===== src/rtl/wsc_pkg.sv =====
package wsc_pkg;
  // Region classes after address decode
  typedef enum logic [1:0] {
    RC_FAST  = 2'd0,
    RC_VIDEO = 2'd1,
    RC_WRAM  = 2'd2,
    RC_CART  = 2'd3
  } region_class_e;

  localparam int unsigned REGION_W  = 4;
  localparam int unsigned REGION_LSB = 24;
  localparam int unsigned CART_GRPS = 4;
  localparam int unsigned GRP_W     = $clog2(CART_GRPS);
  localparam int unsigned PAGE_MSB  = 16;
endpackage


===== src/rtl/wsc_region_decode.sv =====
module wsc_region_decode
  import wsc_pkg::*;
(
  input  logic [REGION_W-1:0] region,
  output region_class_e       rclass,
  output logic [GRP_W-1:0]    cart_grp
);
  always_comb begin
    unique case (region)
      4'd2:        rclass = RC_WRAM;
      4'd5, 4'd6:  rclass = RC_VIDEO;
      4'd0, 4'd1, 4'd3, 4'd4, 4'd7: rclass = RC_FAST;
      default:     rclass = RC_CART;
    endcase
  end

  // Pairs of cartridge regions share a group: 8/9, 10/11, 12/13, 14/15
  assign cart_grp = region[GRP_W:1];
endmodule


===== src/rtl/wsc_fixed_cost.sv =====
module wsc_fixed_cost
  import wsc_pkg::*;
#(
  parameter int unsigned CNT_W = 4,
  localparam int unsigned CYC_W = CNT_W + 2
) (
  input  region_class_e    rclass,
  input  logic             is_word,
  input  logic [CNT_W-1:0] wram_wait,
  output logic [CYC_W-1:0] cycles
);
  logic [CYC_W-1:0] wram_base;

  assign wram_base = CYC_W'(1 << CNT_W) - CYC_W'(wram_wait);

  always_comb begin
    unique case (rclass)
      RC_VIDEO: cycles = CYC_W'(1) + CYC_W'(is_word);
      RC_WRAM:  cycles = is_word ? (wram_base << 1) : wram_base;
      default:  cycles = CYC_W'(1);
    endcase
  end
endmodule


===== src/rtl/wsc_cart_cost.sv =====
module wsc_cart_cost
  import wsc_pkg::*;
#(
  parameter int unsigned CNT_W = 4,
  localparam int unsigned CYC_W = CNT_W + 2
) (
  input  logic [GRP_W-1:0]           grp,
  input  logic                       page_start,
  input  logic                       seq,
  input  logic                       is_word,
  input  logic [CART_GRPS*CNT_W-1:0] cfg_n,
  input  logic [CART_GRPS*CNT_W-1:0] cfg_s,
  output logic [CYC_W-1:0]           cycles
);
  logic [CNT_W-1:0] n_tab [CART_GRPS];
  logic [CNT_W-1:0] s_tab [CART_GRPS];

  for (genvar g = 0; g < CART_GRPS; g++) begin : g_unpack
    assign n_tab[g] = cfg_n[g*CNT_W +: CNT_W];
    assign s_tab[g] = cfg_s[g*CNT_W +: CNT_W];
  end

  logic             eff_seq;
  logic [CNT_W-1:0] n_sel, s_sel;
  logic [CYC_W-1:0] first_cost;

  assign n_sel      = n_tab[grp];
  assign s_sel      = s_tab[grp];
  assign eff_seq    = seq & ~page_start;
  assign first_cost = eff_seq ? CYC_W'(s_sel) : CYC_W'(n_sel);
  // Narrow bus: a word needs a second, sequential halfword transfer
  assign cycles     = first_cost + (is_word ? CYC_W'(s_sel) : CYC_W'(0));
endmodule


===== src/rtl/wsc_cycle_calc.sv =====
module wsc_cycle_calc
  import wsc_pkg::*;
#(
  parameter int unsigned ADDR_W = 32,
  parameter int unsigned CNT_W  = 4,
  localparam int unsigned CYC_W = CNT_W + 2
) (
  input  logic                       clk,
  input  logic                       rst_n,
  input  logic                       req_valid,
  input  logic [ADDR_W-1:0]          req_addr,
  input  logic [1:0]                 req_size,
  input  logic                       req_seq,
  input  logic [CNT_W-1:0]           cfg_wram_wait,
  input  logic [CART_GRPS*CNT_W-1:0] cfg_cart_n,
  input  logic [CART_GRPS*CNT_W-1:0] cfg_cart_s,
  output logic                       rsp_valid,
  output logic [CYC_W-1:0]           rsp_cycles
);
  region_class_e    rclass;
  logic [GRP_W-1:0] grp;
  logic             is_word;
  logic             page_start;
  logic [CYC_W-1:0] fixed_cyc, cart_cyc, cyc_d;
  logic             valid_d;
  logic             cyc_en;

  assign is_word    = req_size[1];
  assign page_start = (req_addr[PAGE_MSB:1] == '0);

  wsc_region_decode u_dec (
    .region   (req_addr[REGION_LSB +: REGION_W]),
    .rclass   (rclass),
    .cart_grp (grp)
  );

  wsc_fixed_cost #(.CNT_W(CNT_W)) u_fixed (
    .rclass    (rclass),
    .is_word   (is_word),
    .wram_wait (cfg_wram_wait),
    .cycles    (fixed_cyc)
  );

  wsc_cart_cost #(.CNT_W(CNT_W)) u_cart (
    .grp        (grp),
    .page_start (page_start),
    .seq        (req_seq),
    .is_word    (is_word),
    .cfg_n      (cfg_cart_n),
    .cfg_s      (cfg_cart_s),
    .cycles     (cart_cyc)
  );

  // Next-state
  always_comb begin
    valid_d = req_valid;
    cyc_en  = req_valid;
    cyc_d   = (rclass == RC_CART) ? cart_cyc : fixed_cyc;
  end

  // Registers
  always_ff @(posedge clk or negedge rst_n) begin
    if (!rst_n) begin
      rsp_valid  <= 1'b0;
      rsp_cycles <= '0;
    end else begin
      rsp_valid <= valid_d;
      if (cyc_en) rsp_cycles <= cyc_d;
    end
  end
endmodule


===== config.mk =====
export PLATFORM = sky130hd
export DESIGN_NAME = wsc_cycle_calc
export DESIGN_NICKNAME = d
export VERILOG_FILES = /design/src/rtl/wsc_pkg.sv /design/src/rtl/wsc_region_decode.sv /design/src/rtl/wsc_fixed_cost.sv /design/src/rtl/wsc_cart_cost.sv /design/src/rtl/wsc_cycle_calc.sv
export SDC_FILE = /design/constraint.sdc
export NUM_CORES = 1
export LEC_CHECK = 0
export ABC_AREA = 1
export BUFFER_PORTS_ARGS = -buffer_cell sky130_fd_sc_hd__buf_2
export CAP_MARGIN = 20
export CORE_ASPECT_RATIO = 1.4
export CORE_MARGIN = 4
export CORE_UTILIZATION = 40
export CTS_CLUSTER_SIZE = 20
export DETAILED_ROUTE_END_ITERATION = 10
export GPL_TIMING_DRIVEN = 0
export PLACE_DENSITY = 0.85
export SKIP_LAST_GASP = 1
export SLEW_MARGIN = 30
export SYNTH_ARGS = -nofsm -noshare
export SYNTH_HDL_FRONTEND = slang
export SYNTH_SLANG_ARGS = --single-unit

===== constraint.sdc =====
create_clock -name clk -period 0.8 [get_ports clk]
set_input_delay 0 -clock clk [delete_from_list [all_inputs] [get_ports clk]]
set_output_delay 0 -clock clk [all_outputs]
set_load 0.05 [all_outputs]

==> results.yml, run 1 <==
synthesis:
  synthArstFlopShare_pct: 100
  ys_warn_count: 0
  synth_mux_area_share_pct: 0
  avgSynthCellArea_um2: 5.74
  synth_cell_types: 23
  synth_top_family_by_area: "simple AND/OR/NAND/NOR gates"
  yosys_register_bits: 7
  synth_ff_type: "dfrtp_1"
  synth_seq_area_share_pct: 16.9
  synth_edf_count: 0
  netlist_instances: 181
  synth_compound_area_share_pct: 18.6
  yosysTopAreaCell: "nand2_1"
  yosysTopAreaCellShare_pct: 17.7
  synth_nets: 265
  synth-xor-area-share_pct: 0
  synthesis.area_mm2: 0.00104
  synth_fa_ha_area_share_pct: 12.8
  synth.area.top_cells: "nand2_1 18%, dfrtp_1 17%, nor2_1 13%"
  synth_simple_gate_area_share_pct: 39.4
global_route:
  grt_pass1_wl_um: 5540
  grtUsageTotal_pct: 20.7
  antenna_found_initial: 0
  grt_max_degree: 11
  grt_pass1_vias: 1438
  grt_overflow: 0
detailed_routing:
  vias_per_cell: 5.01
  routed_wirelength_um: 3700
  via_count: 1493
  ant_nets: 0
  drt_iter0_markers: 26
  wl_per_cell_um: 12.4
  dr.pass1.iters: 4
  remaining_drc_errors: 0
layout:
  diodes: 0
  area_growth_pct: 87.1
  finalNetCount: 349
  finalCoreUtilization_pct: 79.5
  drive_above_1_share_pct: 51.9
sta:
  hold_ws_ns: 0.0869
  fin_crit_ns: 1.44
  rsz0062_at_grt: "true"
  skew_ns: 0
  slew_viol_final: 0
  clock.fmax_mhz: 695
  worstMarginPinSlew_ns: 0.300
  slew_headroom_pct: 80.0
  hold_violations: 0
  setup_slack_ns: -0.638
  post-route-period-util_pct: 180
  setup_violations: 7
floorplan:
  ios: 81
  fp-row-count: 21
  die_w_um: 51.1
  die_h_um: 68.3
  core-area_mm2: 0.00244
  die_area_mm2: 0.00349
  start_util_pct: 42.5
clock_tree:
  clock_latency_ns: 0.25
  cts-root-buf: "clkbuf_4"
  cts_buffers: 3
  cts_tree: "built"
  h-tree-depth: 1
  cts.sinks: 7
  path_clk_slew_ns: 0.05
  clockBufferDepth: 2
power_and_ir_drop:
  finalPower_mw: 2.00
  seq_power_share_pct: 21.4
  switching_power_uw: 824
  p_clk_share_pct: 15.6
  power.internal_mw: 1.18
  swShare_pct: 41.2
  max-vdd-ir-drop_v: 0.000685
  p_leak_nw: 0.968
  power_per_cell_area_mw_per_mm2: 1030
  comb_power_share_pct: 63.0
critical_path:
  crit_path_end_kind: "flip-flop"
  worstSetupPathType: "input port to flip-flop"
  worstPathRequired_ns: 0.98
  cp-start-kind: "input port"
  arrival_ns: 1.61
  crit_fanout: 3
outcome:
  failed_checks: "negative setup slack"
  status: "finished, violations left"
worst_hold_path:
  hp-class: "input port to flip-flop"
placed_design:
  gp_congestion: 0.846
  port_buffers: 65
  post-dp-hpwl_um: 2430
  dp_slack_ns: -1.08
run:
  maxCapViolations: 0
-- layer usage --
layer  routed length [um]  up-vias  share of wire (%)  GRT usage, %
met1                 1160      664                 31          18.1
met5                    0        -                  0             0
met2                 2170       61                 59          43.7
met4                   97        0                2.6          10.1
met3                  271       10                7.3          3.70
li1                     -      758                  -             -
-- path summary, 6_finish.rpt --
kind | startpoint | end | slack (ns) | cells after the start
setup / recovery | req_addr[12] | rsp_cycles[4] | -0.64 | 16
hold / removal | cfg_wram_wait[3] | rsp_cycles[5] | 0.09 | 4
setup reg to reg | rsp_cycles[0] | rsp_cycles[0] | 0.05 | 3
hold reg to reg | rsp_cycles[1] | rsp_cycles[1] | 0.54 | 2
max in group asynchronous | rst_n | rsp_cycles[2] | 0.55 | 2
min in group asynchronous | rst_n | rsp_cycles[0] | 0.11 | 2
-- critical path, cell delays in order --
cell and delay, ns:
buf_2 0.08, nor2_1 0.03, nand2_1 0.09, nor2_2 0.05, nand2_2 0.09, nand2_4 0.07
buf_6 0.12, o21ai_4 0.15, ha_4 0.16, inv_2 0.04, fa_2 0.33, inv_2 0.10
nand3_2 0.07, nand2_2 0.06, a21oi_2 0.04, a21oi_1 0.11
-- stage by stage --
| step | instances | TNS, ns | cell area, um2 |
|---|---|---|---|
| after floorplan | 181 | -3.26 | 1150 |
| after global placement | 280 | -5.12 | 1520 |
| after detailed placement | 280 | -5.19 | 1520 |
| after CTS | 294 | -2.86 | 1770 |
| after global routing | 298 | -3.67 | 1940 |
| final | 298 | -2.91 | 1940 |
-- kinds of logic (layout without fill, tap and decap cells) --
| family | after synthesis | in the layout |
|---|---|---|
| flops | 7 | 7 |
| simple gates | 102 | 102 |
| fa+ha+maj | 10 | 10 |
| buf+inv | 28 | 111 |
| compound gates | 34 | 34 |
-- registers in the layout, summed over array words and instances, names as in the netlist --
signal	cells
rsp_cycles	6
rsp_valid	1
-- synthesized netlist by cell type (2+ instances only) --
cell type  number
o21ai_2         2
nor2_1         35
o22ai_1         5
o211ai_1        3
nand2_1        49
o21ai_0        13
inv_2           3
dfrtp_1         7
nand4_1         2
inv_1          20
a21oi_1         8
nand3_1        14
o21ai_1         2
ha_1            9
-- cell type report --
cell class	count	area, um2
fill	176	500
sequential	7	175
tap	34	42.5
multi-input combinational	146	972
inverter	23	109
timing repair buffer	79	561
buffer	5	57.6
clock buffer	4	26.3
-- what timing repair did --
action,CTS,global route
buffers inserted,7,4
gates resized for setup,37,37
hold buffers,2,0
pin swaps,26,29
endpoints found under the setup margin,13,13
endpoints found under the hold margin,8,0
gates cloned,1,0
-- power by group through the flow --
| stage | clock network, mW | registers (mW) | logic (mW) |
|---|---|---|---|
| 6_report | 0.312 | 0.428 | 1.26 |
| 5_1_grt | 0.349 | 0.433 | 1.38 |
| 4_1_cts | 0.315 | 0.426 | 1.08 |
| 3_5_place_dp | 0 | 0.422 | 0.915 |
| 3_3_place_gp | 0 | 0.418 | 0.902 |
| 2_1_floorplan | 0 | 0.569 | 0.477 |
-- layout by cell type, fill, tap and decap left out, drive strengths merged --
master / n
o22ai: 5
nand4: 2
fa: 1
nor3: 1
dfrtp: 7
nor2: 35
o211ai: 3
ha: 9
a21oi: 8
nand3: 14
clkbuf: 6
inv: 23
nand2: 50
buf: 80
dlygate4sd3: 2
a31oi: 1
o21ai: 17
No activity file was read; power rests on OpenSTA's default activity.
==> inputs of run 2 (changes only) <==
--- a/config.mk
+++ b/config.mk
@@ -9,7 +9,6 @@
 export BUFFER_PORTS_ARGS = -buffer_cell sky130_fd_sc_hd__buf_2
 export CAP_MARGIN = 20
 export CORE_ASPECT_RATIO = 1.4
-export CORE_MARGIN = 4
 export CORE_UTILIZATION = 40
 export CTS_CLUSTER_SIZE = 20
 export DETAILED_ROUTE_END_ITERATION = 10
==> run 2 against run 1 <==
The flow still finishes with violations (negative setup slack); clock-buffer cell count is the same; final area shrank 1.5%; combinational power shrank 3%; global-route usage grew 3.6 points; non-clock buffer count is the same; flip-flop and latch count is the same; highest routed layer unchanged.
==> results.yml, run 2 (same netlist as run 1, synthesis figures left out) <==
floorplan:
  core-area_mm2: 0.00242
  start_util_pct: 43.0
  fp-row-count: 21
  die_h_um: 62.3
  die_area_mm2: 0.00281
  die_w_um: 45.1
  ios: 81
clock_tree:
  cts_tree: "built"
  clock_latency_ns: 0.26
  cts-root-buf: "clkbuf_4"
  clockBufferDepth: 2
  path_clk_slew_ns: 0.05
  cts_buffers: 3
  h-tree-depth: 1
  cts.sinks: 7
critical_path:
  arrival_ns: 1.74
  worstSetupPathType: "input port to flip-flop"
  crit_fanout: 3
  worstPathRequired_ns: 0.98
  cp-start-kind: "input port"
  crit_path_end_kind: "flip-flop"
sta:
  skew_ns: 0
  setup_slack_ns: -0.756
  slew_viol_final: 0
  worstMarginPinSlew_ns: 0.278
  setup_violations: 10
  tns_ns: -3.27
  hold_violations: 0
  fin_crit_ns: 1.56
  slew_headroom_pct: 81.5
  rsz0062_at_grt: "true"
  clock.fmax_mhz: 643
  post-route-period-util_pct: 194
layout:
  final_area_mm2: 0.00191
  top_register: "rsp_cycles"
  finalNetCount: 349
  layout_common_cells: "52 x buf_2, 43 x nand2_1, 22 x nor2_1"
  final_common_cell: "buf_2"
  diodes: 0
  reg_top3: "rsp_cycles: 6 flops, rsp_valid: 1 flops"
  area_growth_pct: 84.2
  largest_register_ff_count: 6
  drive_above_1_share_pct: 51.1
global_route:
  grt_max_degree: 11
  grtUsageTotal_pct: 24.3
  grt_pass1_vias: 1367
  grt_overflow: 0
  antenna_found_initial: 0
  grt_pass1_wl_um: 5290
detailed_routing:
  wl_per_cell_um: 11.4
  drt_iter0_markers: 27
  via_count: 1463
  ant_nets: 0
  dr.pass1.iters: 4
  vias_per_cell: 4.91
  met3_length_um: 172
  met2_length_um: 1920
  highest_layer: "met4"
  remaining_drc_errors: 0
  routed_wirelength_um: 3390
  drt-met1-wl_um: 1220
placed_design:
  placed_area_mm2: 0.00152
  dp_slack_ns: -1.11
  post-dp-hpwl_um: 2310
  gp_congestion: 0.834
  port_buffers: 65
outcome:
  status: "finished, violations left"
  failed_checks: "negative setup slack"
power_and_ir_drop:
  power_per_cell_area_mw_per_mm2: 1030
  p_leak_nw: 0.953
  finalPower_mw: 1.98
  max-vdd-ir-drop_v: 0.000538
run:
  maxCapViolations: 0
worst_hold_path:
  hp-class: "input port to flip-flop"
run 2: timing repair:
item                                   4_1_cts  5_1_grt
setup buffers                                8        4
setup endpoints to repair                   13       13
hold buffers                                 2        0
endpoints found under the hold margin        8        0
resized for setup                           31       36
pin swaps                                   13       27
run 2: through the flow:
stage	instances	util, %	hold WS [ns]
global route	298	79.1	0.112
detailed placement	280	62.8	-0.167
finish	298	79.1	0.0694
global placement	280	62.8	-0.168
floorplan	181	-	-0.296
CTS	294	72.3	0.0757
run 2: worst paths after layout:
kind / from / end / slack, ns / cells after the start
max reg2reg: rsp_cycles[2] / rsp_cycles[2] / 0.01 / 3
min in group asynchronous: rst_n / rsp_cycles[4] / 0.10 / 2
max: req_addr[6] / rsp_cycles[4] / -0.76 / 16
min: cfg_wram_wait[3] / rsp_cycles[5] / 0.07 / 4
min reg2reg: rsp_cycles[3] / rsp_cycles[3] / 0.50 / 2
max in group asynchronous: rst_n / rsp_cycles[1] / 0.56 / 2
run 2: power by group:
part	total, mW	internal [mW]	switching (mW)	leakage, nW
registers	0.426	0.396	0.0294	0.0879
clock network	0.332	0.191	0.141	0.0150
logic	1.22	0.569	0.652	0.850
total	1.98	1.16	0.823	0.953
run 2: critical path, cell delays in order:
cell     delay [ns]
buf_6          0.10
nor2_4         0.10
nand2_2        0.06
nor2_2         0.13
nand2_2        0.09
nand2_4        0.07
nand2_2        0.06
o21ai_2        0.07
ha_2           0.22
inv_2          0.05
fa_2           0.35
inv_2          0.09
nand3_2        0.07
nand2_2        0.06
a21oi_2        0.05
a21oi_1        0.17
run 2: cell type report:
cell class	count	area [um2]
Fill cell	178	504
Buffer	5	61.3
Sequential cell	7	175
Timing Repair Buffer	79	548
Clock buffer	4	26.3
Multi-Input combinational cell	146	941
Inverter	23	119
Tap cell	34	42.5
run 2: metal layers:
layer / GRT usage [%] / vias up
met3: 2.33 / 8
met5: 0 / -
met1: 25.5 / 642
li1: - / 753
met4: 9.47 / 0
met2: 45.8 / 60
==> inputs of run 3 (changes only) <==
==> constraint.sdc (replaced) <==
create_clock -name clk -period 0.8 [get_ports clk]
set_input_delay 0.16 -clock clk [delete_from_list [all_inputs] [get_ports clk]]
set_output_delay 0.16 -clock clk [all_outputs]
set_load 0.05 [all_outputs]
==> run 3 against run 2 <==
Flip-flop and latch count stayed put; the flow still finishes with violations (negative setup slack); final cell count stayed put; largest cell class unchanged; sequential share of layout area hardly changed.
==> results.yml, run 3 (same netlist as run 1, synthesis figures left out) <==
critical_path:
  path_common_cell: "nand2_2"
  crit_path_end_kind: "flip-flop"
  critical_path_buf_inv_count: 3
  worst-path-stages: 16
  arrival_ns: 1.86
  regToRegSetupSlack_ns: 0.02
  worstPathCellList: "buf_6, nor2_4, nand2_2, nor2_2, nand2_2, nand2_4, nand2_2, o21ai_2, ha_2, inv_2, fa_2, inv_2, nand3_2, nand2_2, a21oi_2, a21oi_1"
  worst_r2r_path_depth: 3
  cp-start-kind: "input port"
  worstSetupPathType: "input port to flip-flop"
  crit_fanout: 3
  cp_slowest_cell: "fa_2"
  crit_family: "simple AND/OR/NAND/NOR gates"
  critPathMaxStageDelay_ns: 0.35
  worstPathRequired_ns: 0.98
sta:
  hold_ws_ns: 0.0260
  skew_ns: 0
  post-route-period-util_pct: 210
  worstMarginPinSlew_ns: 0.276
  hold_violations: 0
  fin_crit_ns: 1.68
  setup_violations: 13
  slew_viol_final: 0
  rsz0062_at_grt: "true"
  slew_headroom_pct: 81.6
  clock.fmax_mhz: 594
  tns_ns: -5.23
  setup_slack_ns: -0.884
clock_tree:
  path_clk_slew_ns: 0.05
  cts.sinks: 7
  cts_tree: "built"
  clockBufferDepth: 2
  cts-root-buf: "clkbuf_4"
  cts_buffers: 3
  clock_latency_ns: 0.25
  h-tree-depth: 1
detailed_routing:
  remaining_drc_errors: 0
  wl_per_cell_um: 11.3
  ant_nets: 0
  routed_wirelength_um: 3370
  dr.pass1.iters: 4
  via_count: 1466
  vias_per_cell: 4.92
  drt_iter0_markers: 32
outcome:
  failed_checks: "negative setup slack"
  status: "finished, violations left"
placed_design:
  placed_area_mm2: 0.00152
  port_buffers: 65
  post-dp-hpwl_um: 2310
  dp_slack_ns: -1.27
  gp_congestion: 0.834
  dp_cells: 280
floorplan:
  die_w_um: 45.1
  core-area_mm2: 0.00242
  ios: 81
  fp-row-count: 21
  start_util_pct: 43.0
  die_h_um: 62.3
  die_area_mm2: 0.00281
layout:
  final_common_cell: "buf_2"
  layout_common_cells: "52 x buf_2, 43 x nand2_1, 22 x nor2_1"
  area_growth_pct: 84.0
  largest_register_ff_count: 6
  layout.cells.non_filler: 298
  finalNetCount: 349
  top_register: "rsp_cycles"
  finalCoreUtilization_pct: 79.0
  drive_above_1_share_pct: 51.5
  final_area_mm2: 0.00191
  diodes: 0
  reg_top3: "rsp_cycles: 6 flops, rsp_valid: 1 flops"
global_route:
  grt_max_degree: 11
  grt_overflow: 0
  grt_pass1_wl_um: 5240
  grtUsageTotal_pct: 23.9
  antenna_found_initial: 0
  grt_pass1_vias: 1366
power_and_ir_drop:
  p_leak_nw: 0.954
  finalPower_mw: 1.98
  max-vdd-ir-drop_v: 0.000498
  power_per_cell_area_mw_per_mm2: 1030
worst_hold_path:
  hp-class: "input port to flip-flop"
  min_path_cells: 1
run:
  maxCapViolations: 0
[run 3: cell type report]
class,instances,area (um2)
buffer,5,61.3
timing repair buffer,79,546
clock buffer,4,26.3
sequential,7,175
tap,34,42.5
inverter,23,119
multi-input combinational,146,941
fill,180,507
[run 3: repair_timing]
action                                  CTS  global route
resized for setup                        32            35
endpoints found under the hold margin     7             0
endpoints found under the setup margin   13            13
setup buffers                             9             4
gates cloned                              0             0
pin swaps                                13            27
hold buffers                              1             0
[run 3: worst reg2reg max path: stages (launching register included)]
cell     delay, ns
dfrtp_1       0.39
buf_4         0.14
nor2_1        0.09
a31oi_1       0.04
[run 3: where the power goes]
part,switching (mW),internal (mW)
combinational,0.653,0.577
sequential,0.0291,0.396
clock,0.131,0.190
total,0.813,1.16
[run 3: final timing paths]
check,startpoint,endpoint
worst max-delay path,req_addr[6],rsp_cycles[4]
worst min-delay path,req_valid,rsp_valid
worst max register to register,rsp_cycles[2],rsp_cycles[2]
worst min register to register,rsp_cycles[0],rsp_cycles[0]
max in group asynchronous,rst_n,rsp_cycles[1]
min in group asynchronous,rst_n,rsp_cycles[2]
[run 3: routing by layer]
metal	up-vias	routed length (um)	part of all wire [%]	GRT usage [%]
met2	57	1920	57	46.2
met3	7	169	5.0	1.45
li1	753	-	-	-
met1	649	1220	36	25.0
met4	0	62	1.8	8.33
met5	-	0	0	0
